`src/rtl/pack_buf_pkg.sv`:
```
package pack_buf_pkg;
  // Buffer operation requested by the control for the current cycle.
  typedef struct packed {
    logic clear;  // zero every lane
    logic shl16;  // shift up two lanes, halfword enters lanes 1:0
    logic shl8;   // shift up one lane, byte enters lane 0
    logic shr16;  // shift down two lanes
    logic rxIns;  // write received byte into lane rxLane
  } bufCmd_t;
endpackage

```
`src/rtl/pack_buf_ctrl.sv`:
```
module pack_buf_ctrl
  import pack_buf_pkg::*;
#(
  parameter int BYTES = 4,
  parameter int CNT_W = $clog2(BYTES + 1)
) (
  input  logic             clk,
  input  logic             rstN,
  input  logic             startClr,
  input  logic             wrHalf,
  input  logic             wrByte,
  input  logic             rdHalf,
  input  logic             txTake,
  input  logic             rxPut,
  output bufCmd_t          cmd,
  output logic [CNT_W-1:0] txCnt,
  output logic [CNT_W-1:0] rxCnt,
  output logic             txUdfSet,
  output logic             txUdfClr,
  output logic             txRdySet,
  output logic             txRdyClr,
  output logic             rxOvrSet,
  output logic             rxOvrClr,
  output logic             rxRdySet,
  output logic             rxRdyClr,
  output logic             sbdSet
);
  localparam logic [CNT_W-1:0] TX_ROOM = CNT_W'(BYTES - 2);
  localparam logic [CNT_W-1:0] FULL    = CNT_W'(BYTES);
  localparam logic [CNT_W-1:0] ONE     = CNT_W'(1);
  localparam logic [CNT_W-1:0] TWO     = CNT_W'(2);

  logic [CNT_W-1:0] txD, rxD;
  logic selWrH, selWrB, selRd, selTake, selPut;
  logic txRoom;

  // fixed priority: start, halfword write, byte write, read, take, put
  assign selWrH  = wrHalf & ~startClr;
  assign selWrB  = wrByte & ~startClr & ~wrHalf;
  assign selRd   = rdHalf & ~startClr & ~wrHalf & ~wrByte;
  assign selTake = txTake & ~startClr & ~wrHalf & ~wrByte & ~rdHalf;
  assign selPut  = rxPut & ~startClr & ~wrHalf & ~wrByte & ~rdHalf & ~txTake;
  assign txRoom  = (txCnt <= TX_ROOM);

  always_comb begin
    cmd      = '0;
    txD      = txCnt;
    rxD      = rxCnt;
    txUdfSet = 1'b0;
    txUdfClr = 1'b0;
    txRdySet = 1'b0;
    txRdyClr = 1'b0;
    rxOvrSet = 1'b0;
    rxOvrClr = 1'b0;
    rxRdySet = 1'b0;
    rxRdyClr = 1'b0;
    sbdSet   = 1'b0;
    if (startClr) begin
      cmd.clear = 1'b1;
      txD = '0;
      rxD = '0;
    end else if (selWrH) begin
      if (txRoom) begin
        cmd.shl16 = 1'b1;
        txD       = txCnt + TWO;
        txUdfClr  = 1'b1;
        txRdyClr  = (txCnt != '0);
      end
    end else if (selWrB) begin
      if (txRoom) begin
        cmd.shl8 = 1'b1;
        txD      = txCnt + ONE;
        txUdfClr = 1'b1;
        txRdyClr = (txCnt >= TWO);
      end
    end else if (selRd) begin
      rxOvrClr = 1'b1;
      if (rxCnt == ONE) begin
        sbdSet = 1'b1;
        rxD    = '0;
      end else if (rxCnt > ONE) begin
        cmd.shr16 = (rxCnt > TWO);
        rxD       = rxCnt - TWO;
      end
      rxRdyClr = (rxD == '0);
    end else if (selTake) begin
      txRdySet = 1'b1;
      if (txCnt != '0) txD = txCnt - ONE;
      else             txUdfSet = 1'b1;
    end else if (selPut) begin
      rxRdySet = 1'b1;
      if (rxCnt < FULL) begin
        cmd.rxIns = 1'b1;
        rxD       = rxCnt + ONE;
      end else begin
        rxOvrSet = 1'b1;
      end
    end
  end

  always_ff @(posedge clk or negedge rstN) begin
    if (!rstN) begin
      txCnt <= '0;
      rxCnt <= '0;
    end else begin
      txCnt <= txD;
      rxCnt <= rxD;
    end
  end
endmodule

```
`src/rtl/pack_buf_data.sv`:
```
module pack_buf_data
  import pack_buf_pkg::*;
#(
  parameter int BYTES = 4,
  parameter int CNT_W = $clog2(BYTES + 1)
) (
  input  logic             clk,
  input  logic             rstN,
  input  bufCmd_t          cmd,
  input  logic             bigEnd,
  input  logic [15:0]      wrData,
  input  logic [7:0]       rxByte,
  input  logic [CNT_W-1:0] txCnt,
  input  logic [CNT_W-1:0] rxCnt,
  output logic [7:0]       txByte,
  output logic [15:0]      rdData
);
  logic [7:0]  laneQ [BYTES];
  logic [7:0]  laneD [BYTES];
  logic [15:0] halfIn;

  // byte order on entry: swap unless big-endian
  assign halfIn = bigEnd ? wrData : {wrData[7:0], wrData[15:8]};

  for (genvar i = 0; i < BYTES; i++) begin : g_lane
    logic [7:0] upTwo, upOne, downTwo;
    if (i >= 2) begin : g_up2
      assign upTwo = laneQ[i-2];
    end else begin : g_in2
      assign upTwo = halfIn[i*8 +: 8];
    end
    if (i >= 1) begin : g_up1
      assign upOne = laneQ[i-1];
    end else begin : g_in1
      assign upOne = wrData[7:0];
    end
    if (i + 2 < BYTES) begin : g_dn2
      assign downTwo = laneQ[i+2];
    end else begin : g_dn0
      assign downTwo = 8'h00;
    end
    always_comb begin
      laneD[i] = laneQ[i];
      if (cmd.clear)                                   laneD[i] = 8'h00;
      else if (cmd.shl16)                              laneD[i] = upTwo;
      else if (cmd.shl8)                               laneD[i] = upOne;
      else if (cmd.shr16)                              laneD[i] = downTwo;
      else if (cmd.rxIns && rxCnt == CNT_W'(i))        laneD[i] = rxByte;
    end
  end

  always_ff @(posedge clk or negedge rstN) begin
    if (!rstN) begin
      for (int i = 0; i < BYTES; i++) laneQ[i] <= 8'h00;
    end else begin
      for (int i = 0; i < BYTES; i++) laneQ[i] <= laneD[i];
    end
  end

  always_comb begin
    txByte = 8'h00;
    for (int i = 0; i < BYTES; i++)
      if (txCnt == CNT_W'(i + 1)) txByte = laneQ[i];
  end

  assign rdData = bigEnd ? {laneQ[0], laneQ[1]} : {laneQ[1], laneQ[0]};
endmodule

```
`src/rtl/pack_buf.sv`:
```
module pack_buf
  import pack_buf_pkg::*;
#(
  parameter int BYTES = 4,
  localparam int CNT_W = $clog2(BYTES + 1)
) (
  input  logic        clk,
  input  logic        rstN,
  input  logic        bigEnd,
  input  logic        startClr,
  input  logic        wrHalf,
  input  logic        wrByte,
  input  logic [15:0] wrData,
  input  logic        rdHalf,
  output logic [15:0] rdData,
  input  logic        txTake,
  output logic [7:0]  txByte,
  input  logic        rxPut,
  input  logic [7:0]  rxByte,
  output logic        txUdfSet,
  output logic        txUdfClr,
  output logic        txRdySet,
  output logic        txRdyClr,
  output logic        rxOvrSet,
  output logic        rxOvrClr,
  output logic        rxRdySet,
  output logic        rxRdyClr,
  output logic        sbdSet
);
  bufCmd_t          cmd;
  logic [CNT_W-1:0] txCnt, rxCnt;

  pack_buf_ctrl #(.BYTES(BYTES), .CNT_W(CNT_W)) u_ctrl (
    .clk(clk), .rstN(rstN), .startClr(startClr), .wrHalf(wrHalf),
    .wrByte(wrByte), .rdHalf(rdHalf), .txTake(txTake), .rxPut(rxPut),
    .cmd(cmd), .txCnt(txCnt), .rxCnt(rxCnt),
    .txUdfSet(txUdfSet), .txUdfClr(txUdfClr), .txRdySet(txRdySet),
    .txRdyClr(txRdyClr), .rxOvrSet(rxOvrSet), .rxOvrClr(rxOvrClr),
    .rxRdySet(rxRdySet), .rxRdyClr(rxRdyClr), .sbdSet(sbdSet)
  );

  pack_buf_data #(.BYTES(BYTES), .CNT_W(CNT_W)) u_data (
    .clk(clk), .rstN(rstN), .cmd(cmd), .bigEnd(bigEnd), .wrData(wrData),
    .rxByte(rxByte), .txCnt(txCnt), .rxCnt(rxCnt),
    .txByte(txByte), .rdData(rdData)
  );
endmodule

```
`config.mk`:
```
export PLATFORM = sky130hd
export DESIGN_NAME = pack_buf
export DESIGN_NICKNAME = d
export VERILOG_FILES = /design/src/rtl/pack_buf_pkg.sv /design/src/rtl/pack_buf_ctrl.sv /design/src/rtl/pack_buf_data.sv /design/src/rtl/pack_buf.sv
export SDC_FILE = /design/constraint.sdc
export NUM_CORES = 1
export LEC_CHECK = 0
export ABC_AREA = 1
export CAP_MARGIN = 5
export CORE_AREA = 2 2 92 94
export DETAILED_ROUTE_END_ITERATION = 10
export DIE_AREA = 0 0 94 96
export PLACE_DENSITY = 0.74
export SKIP_LAST_GASP = 1
export SLEW_MARGIN = 20
export SYNTH_ARGS = -nofsm -noshare
export SYNTH_HDL_FRONTEND = slang
export SYNTH_SLANG_ARGS = --single-unit
```
`constraint.sdc`:
```
create_clock -name clk -period 5.4 [get_ports clk]
set_input_delay 1.08 -clock clk [delete_from_list [all_inputs] [get_ports clk]]
set_output_delay 1.08 -clock clk [all_outputs]
set_load 0.005 [all_outputs]
```
# Word level (Yosys, flattened, before mapping)
# Index checks and enable logic that the tools add are counted.
# word_totals
ff_bits	38
inputBits	33
output_inout_bits	33
wordCells	171
# classes
addsub	5
n_lt_le_gt_ge	5
eq_ne	13
mux	105
n_bitwise	20
n_reduce_logical	17
# ops
cell	count
two-way mux 8 bit	24
two-way mux 3 bit	22
two-way mux 1 bit	55
two-way mux 16 bit	2
nonzero test 5 bit	4
AND 1 bit	15
== test 3 x 2 -> 1 bit, second input constant	4
AND reduction 5 bit	2
nonzero test 3 bit	3
nonzero test 4 bit	2
adder 3 x 1 -> 3 bit, second input constant	2
== test 3 x 1 -> 1 bit, second input constant	2
logical NOT 3 bit	2
!= test 3 bit, second input constant	2
inverter 1 bit	5
logical AND 1 bit	4
two-way mux 4 bit	1
!= test 2 bit, second input constant	2
!= test 4 x 2 -> 1 bit, second input constant	1
adder 3 x 2 -> 3 bit, second input constant	1
== test 3 bit, second input constant	1
>= comparator 3 x 2 -> 1 bit, second input constant	1
greater-than comparator 3 x 1 -> 1 bit, second input constant	1
greater-than comparator 3 x 2 -> 1 bit, second input constant	1
6 further kinds	6

# Logic depth before layout (Yosys ltp)
# Gate-level depths: netlist of the first run.
# depth
depth_word	18
mapped_depth	13
depth_no_buf	13

# Hierarchy
# Synthesis of the first run repeated with hierarchy kept, for this count alone.
# hier_totals
hier_cells	603
area_unflattened_um2	3538.4
# modules_own_cells
mod	instances	cells_per_inst	area_per_inst_um2	seq_area_each_um2
pack_buf_data	1	490	2816.5	800.8
pack_buf_ctrl	1	113	721.9	150.1

# Worst setup path before layout of the first run
# OpenSTA, ideal clock, no wires.
# synth_path
kind	in2out
from	input port bigEnd
to	output port rdData[10]
t_arrival_ns	2.019
required_ns	4.320
slack_ns	2.301
path_stages	5
path_buffers	3
path_cell_list	clkbuf_1 -> clkbuf_1 -> clkbuf_1 -> nand2_1 -> o21ai_0
# synth_between
elab_chain_len	1
# synth_rtl
element	line	text
start: declaration	pack_buf.sv:9	input logic bigEnd,
two-way mux 16 bit	pack_buf_data.sv:66	assign rdData = bigEnd ? {laneQ[0], laneQ[1]} : {laneQ[1], laneQ[0]};
end: declaration	pack_buf.sv:15	output logic [15:0] rdData,
# No other way between the ends.

# Worst setup path in the final report of the first run
# layout_path
from	input port wrHalf
to	output port txRdyClr
# layout_between
elab_chain_len	5
word_cells_on_any_way	6
cone_classes	mux: 3; bitwise: 3
# layout_rtl
element	line	text
start: declaration	pack_buf.sv:11	input logic wrHalf,
inverter 1 bit	pack_buf_ctrl.sv:39	assign selWrB = wrByte & ~startClr & ~wrHalf;
AND 1 bit	pack_buf_ctrl.sv:39	
two-way mux 1 bit	pack_buf_ctrl.sv:69	end else if (selWrB) begin
two-way mux 1 bit *	pack_buf_ctrl.sv:62	end else if (selWrH) begin
two-way mux 1 bit *	pack_buf_ctrl.sv:58	if (startClr) begin
end: declaration	pack_buf.sv:23	output logic txRdyClr,
# Mark *: on every way between the ends. The rest lies on a longest branch, timed or not.

==> flow_summary_export.csv, run 1 <==
group,metric,value,unit
layout,fin_nets,720,
drt,drc,0,
status,status,"completed",
timing,finalMaxSlewViolations,0,
yosys,async_flop_share,100,%
clock_tree,root_buffer,"clkbuf_8",
grt,grt_antenna_before_repair,0,
floorplanning,start_util,47.3,%
pwr,p_total,1220,uW
floorplanning,ios,66,
yosys,synth_edf_count,0,
setup_path,cp-start-kind,"primary input",
clock_tree,cts_buffer_depth,2,
setup_path,arrival,2840,ps
timing,fin_crit_sh,72.7,%
yosys,synth_area,3810,um^2
timing,grt_setup_unrepaired,"false",
hold_path,holdPathEnd,"u_data.g_lane[1].downTwo[2]$_DFFE_PN0P_",
place,pre_cts_slack,1490,ps
drt,wl_per_cell,14.1,um
drt,firstDrtPassIters,5,
pwr,leakagePower,0.00227,uW
timing,holdWs,565,ps
yosys,ys_seq_elements,38,
hold_path,hold_depth,2,
place,placed_area,4400,um^2
yosys,ys_seq_area_share,25.0,%
hold_path,hp-class,"flip-flop to flip-flop",
job,drv_cap,0,
timing,hold_violations,0,
layout,syn_to_final_growth,17.8,%
hold_path,hold_start,"u_data.g_lane[1].downTwo[2]$_DFFE_PN0P_",
clock_tree,cts_buffers,5,
grt,grt_max_degree,65,
yosys,synth_area_leaders,"nand2_1, dfrtp_1, o21ai_0",
setup_path,rr_endpoint,"u_data.g_lane[0].downTwo[3]$_DFFE_PN0P_",
yosys,yosysMostFrequentCell,"nand2_1",
setup_path,cp_data_required_time,4320,ps
setup_path,cp_max_fo,6,
clock_tree,cts_tree,"built",
drt,drt_iter0_markers,345,
yosys,post_synth.cell_area_avg,6.01,um^2
timing,fin_setup_tns,0,ps
layout,diodes,0,
drt,avgViaCountPerCell,5.38,
yosys,netlist_instances,634,
layout,regArea,951,um^2
clock_tree,cts-resized-gates,0,
yosys,syn-num-nets,681,
drt,routed_wl,11.0,mm
timing,setup_violations,0,
clock_tree,holdBufCountCts,0,
floorplanning,rows,33,
pwr,vdd_drop_max,110,uV
yosys,synth_flop_cell,"dfrtp_1",
floorplanning,chipWidth,94,um
drt,ant_nets,0,
place,port_buffers,65,
grt,grt_pass1_wl,18.0,mm
timing,max_slew_margin,39.8,%
pwr,powerDensity,272,nW/um^2
drt,dr_total_vias,4190,
floorplanning,die_area,9020,um^2
layout,n_fill_cell,805,
timing,tightest_slew,903,ps
setup_path,end_kind,"primary output",
floorplanning,core_area,8050,um^2
timing,fin_skew,7.41,ps
floorplanning,die_h,96,um
timing,period_needed,3920,ps
setup_path,reg2reg_slack,2310,ps
clock_tree,post-cts-setup-buffers,0,
grt,grt_pass1_vias,3632,
clock_tree,clock_latency,290,ps
yosys,ys.warnings.count,0,
grt,overflow,0,
setup_path,critPathKind,"primary input to primary output",
layout,multiInputGateArea,2470,um^2
place,place_congestion,0.889,
grt,grt_usage,25.1,%
timing,max_freq,255,MHz
clock_tree,clock-sinks,38,
clock_tree,ctsHtreeMaxLevel,2,
setup_path,r2r_cells,11,
timing,post-route-worst-setup-slack,1480,ps
yosys,synth.distinct_cells,32,
layout,drive_gt1_share,5.49,%
clock_tree,path_clk_slew,70,ps
layout,final_area,4490,um^2
setup_path,r2r_start,"u_ctrl.txCnt[0]$_DFFE_PN0P_",
yosys,synth_common_cells,"nand2_1, o21ai_0, nand3_1",
yosys,yosysTopAreaCellShare,25.5,%
yosys,yosysTopAreaCell,"nand2_1",
place,hpwl,7.78,mm
## sequential cells by signal, summed over array words and instances, names as in the netlist
signal / flops
u_ctrl.rxCnt: 3
u_data.g_lane.downTwo: 16
u_ctrl.txCnt: 3
u_data.g_lane.upOne: 16
## worst max-delay path, stage by stage
cell and delay [ps]:
clkdlybuf4s50_1 620, inv_1 120, nor2_1 240, nand2_4 100
o22ai_1 140, clkdlybuf4s50_1 530
## stage by stage
stage          utilization [%]  instances
3_5_place_dp              54.6        771
6_report                  55.7        779
2_1_floorplan                -        634
5_1_grt                   55.7        779
4_1_cts                   55.7        779
3_3_place_gp              54.6        771
## layer usage
| metal | vias to the layer above | wire [um] | part of all wire, % | track usage [%] |
|---|---|---|---|---|
| met5 | - | 0 | 0 | 0 |
| met4 | 0 | 184 | 1.7 | 6.76 |
| met3 | 15 | 939 | 8.6 | 3.60 |
| met2 | 172 | 4790 | 44 | 37.7 |
| met1 | 1887 | 5050 | 46 | 37.7 |
| li1 | 2116 | - | - | - |
## area by class of cell
class | count | area share (%)
flip-flops and latches | 38 | 21.2
clock buffers | 7 | 1.92
inverters | 49 | 4.10
repair buffers | 67 | 14.6
multi-input cells | 512 | 55.1
clock inverters | 1 | 0.112
well taps | 105 | 2.93
## placed cells by master (no fill, tap or decap), drive strengths merged
cell type,netlist,layout
a21oi,40,40
a31oi,10,10
buf,21,4
clkbuf,14,7
clkdlybuf4s50,0,63
clkinv,0,1
dfrtp,38,38
ha,14,14
inv,49,49
nand2,264,264
nand3,53,53
nand4,1,1
nor2,36,36
nor3,9,9
o211ai,1,1
o21a,1,1
o21ai,62,62
o21bai,8,8
o22ai,2,2
o31ai,1,1
or2,9,9
xnor2,1,1
## power by group
part           internal [uW]  total [uW]  switching [uW]  leakage, uW
clock                    103         209             105    0.0000482
sequential               344         415            71.7     0.000489
combinational            252         597             345      0.00173
total                    699        1220             522      0.00227
## how the worst max path moves through the flow
stage	from	endpoint	slack, ps	cells past startpoint
detailed placement	startClr	txUdfClr	1490	7
global placement	startClr	txUdfClr	1540	7
CTS	startClr	txUdfClr	1490	7
floorplan	bigEnd	rdData[10]	2300	5
finish	wrHalf	txRdyClr	1480	6
global route	startClr	txUdfClr	1350	7
## logic make-up after synthesis
family          after synthesis  synth area share [%]
xor+xnor                      1                 0.230
simple gates                372                  42.0
buf+inv                      84                  10.1
fa+ha+maj                    14                  4.60
flops                        38                  25.0
compound gates              125                  18.1
Note: power is estimated with default switching activity, not from simulation.
==> run 2, diff against run 1 <==
--- a/config.mk
+++ b/config.mk
@@ -10,7 +10,7 @@
 export CORE_AREA = 2 2 92 94
 export DETAILED_ROUTE_END_ITERATION = 10
 export DIE_AREA = 0 0 94 96
-export PLACE_DENSITY = 0.74
+export PLACE_DENSITY = 0.77
 export SKIP_LAST_GASP = 1
 export SLEW_MARGIN = 20
 export SYNTH_ARGS = -nofsm -noshare
==> constraint.sdc (replaced) <==
create_clock -name clk -period 3.41 [get_ports clk]
set_input_delay 0.682 -clock clk [delete_from_list [all_inputs] [get_ports clk]]
set_output_delay 0.682 -clock clk [all_outputs]
set_load 0.005 [all_outputs]
==> flow_summary_export.csv, run 2 (synthesis gave the netlist of run 1 again) <==
group,metric,value,unit
layout,diodes,0,
setup_path,end_kind,"primary output",
clock_tree,cts_buffers,5,
layout,syn_to_final_growth,19.6,%
timing,max_slew_margin,38.0,%
pwr,pwr-share-seq,32.6,%
clock_tree,cts_buffer_depth,2,
place,place_congestion,0.929,
grt,grt_max_degree,65,
pwr,combinationalPowerShare,48.4,%
layout,final_common_cell,"nand2_1",
place,placed_area,4450,um^2
timing,post-route-worst-setup-slack,294,ps
floorplanning,start_util,47.3,%
timing,fin_crit_sh,91.4,%
setup_path,cp_data_required_time,2730,ps
timing,tightest_slew,931,ps
pwr,clkPwrFrac,19.0,%
pwr,powerDensity,437,nW/um^2
place,pre_cts_slack,352,ps
grt,grt_antenna_before_repair,0,
place,port_buffers,65,
setup_path,cp-start-kind,"flip-flop",
setup_path,critPathKind,"flip-flop to primary output",
place,hpwl,8.03,mm
layout,mostFrequentLayoutCells,"nand2_1, clkdlybuf4s50_1, o21ai_0",
drt,drc,0,
layout,final_area,4560,um^2
floorplanning,die_area,9020,um^2
clock_tree,path_clk_slew,80,ps
clock_tree,root_buffer,"clkbuf_8",
pwr,p_sw,834,uW
drt,wl_per_cell,14.5,um
status,status,"completed",
floorplanning,core_area,8050,um^2
floorplanning,die_h,96,um
timing,max_freq,321,MHz
pwr,p_total,1990,uW
drt,dr_total_vias,4214,
pwr,swShare,41.9,%
clock_tree,ctsHtreeMaxLevel,2,
timing,setup_violations,0,
grt,grt_pass1_vias,3778,
clock_tree,holdBufCountCts,0,
floorplanning,chipWidth,94,um
timing,hold_violations,0,
floorplanning,rows,33,
timing,finalMaxSlewViolations,0,
grt,grt_usage,26.2,%
grt,overflow,0,
clock_tree,cts_tree,"built",
pwr,leakagePower,0.00231,uW
grt,grt_pass1_wl,18.6,mm
timing,period_needed,3120,ps
layout,fin_nets,725,
floorplanning,ios,66,
clock_tree,post-cts-setup-buffers,0,
layout,drive_gt1_share,6.33,%
drt,ant_nets,0,
setup_path,cp_max_fo,10,
clock_tree,clock-sinks,38,
pwr,internal_power,1160,uW
job,drv_cap,0,
timing,grt_setup_unrepaired,"false",
drt,firstDrtPassIters,6,
pwr,vdd_drop_max,180,uV
clock_tree,cts-resized-gates,0,
timing,fin_setup_tns,0,ps
drt,avgViaCountPerCell,5.38,
hold_path,hp-class,"primary input to async pin",
drt,routed_wl,11.4,mm
timing,fin_skew,8.23,ps
drt,drt_iter0_markers,415,
setup_path,arrival,2430,ps
clock_tree,clock_latency,300,ps
[run 2: changes by cell type in the layout (fill, tap and decap cells not counted), sizes merged]
cell,previous run,this run
clkbuf,7,8
buf,4,9
clkinv,1,0
[run 2: area by class of cell]
cell class	instances	area [um^2]
Multi-Input combinational cell	512	2470
Inverter	49	184
Sequential cell	38	951
Timing Repair Buffer	72	706
Fill cell	805	3490
Tap cell	105	131
Clock buffer	8	110
[run 2: per-layer routing]
layer	share of wire [%]	global-route usage [%]	vias to the layer above
met2	44	42.0	185
li1	-	-	2126
met5	0	0	-
met4	1.4	6.28	0
met3	8.3	3.76	12
met1	46	37.5	1891
[run 2: critical path, cell delays in order (launching register included)]
cell	delay [ps]
dfrtp_1	410
inv_1	140
ha_1	440
nand2_4	180
nor2_1	130
o21bai_1	90
a31oi_1	190
clkdlybuf4s50_1	560
[run 2: power groups by stage]
| stage | registers, uW | logic (uW) | clock network (uW) |
|---|---|---|---|
| 6_report | 650 | 964 | 378 |
| 5_1_grt | 666 | 1070 | 408 |
| 4_1_cts | 646 | 961 | 383 |
| 3_5_place_dp | 654 | 956 | 0 |
| 3_3_place_gp | 652 | 941 | 0 |
| 2_1_floorplan | 623 | 609 | 0 |
[run 2: final timing paths]
check                                                   startpoint                                      end  slack, ps  depth (start not counted)
max                                    u_ctrl.txCnt[0]$_DFFE_PN0P_                                txByte[5]        290                          7
min                                                           rstN              u_ctrl.rxCnt[0]$_DFFE_PN0P_        520                          1
max reg2reg                            u_ctrl.txCnt[0]$_DFFE_PN0P_    u_data.g_lane[1].upOne[1]$_DFFE_PN0P_        660                         12
min reg2reg                u_data.g_lane[1].downTwo[1]$_DFFE_PN0P_  u_data.g_lane[1].downTwo[1]$_DFFE_PN0P_        550                          2
max in group asynchronous                                     rstN  u_data.g_lane[1].downTwo[7]$_DFFE_PN0P_       2310                          1
min in group clk           u_data.g_lane[1].downTwo[1]$_DFFE_PN0P_  u_data.g_lane[1].downTwo[1]$_DFFE_PN0P_        550                          2
[run 2: through the flow]
step	std cells	hold WS (ps)	utilization, %
final	784	520	56.6
after global routing	784	576	56.6
after global placement	776	517	55.2
after CTS	784	549	56.6
after detailed placement	776	526	55.2
after floorplan	634	386	-
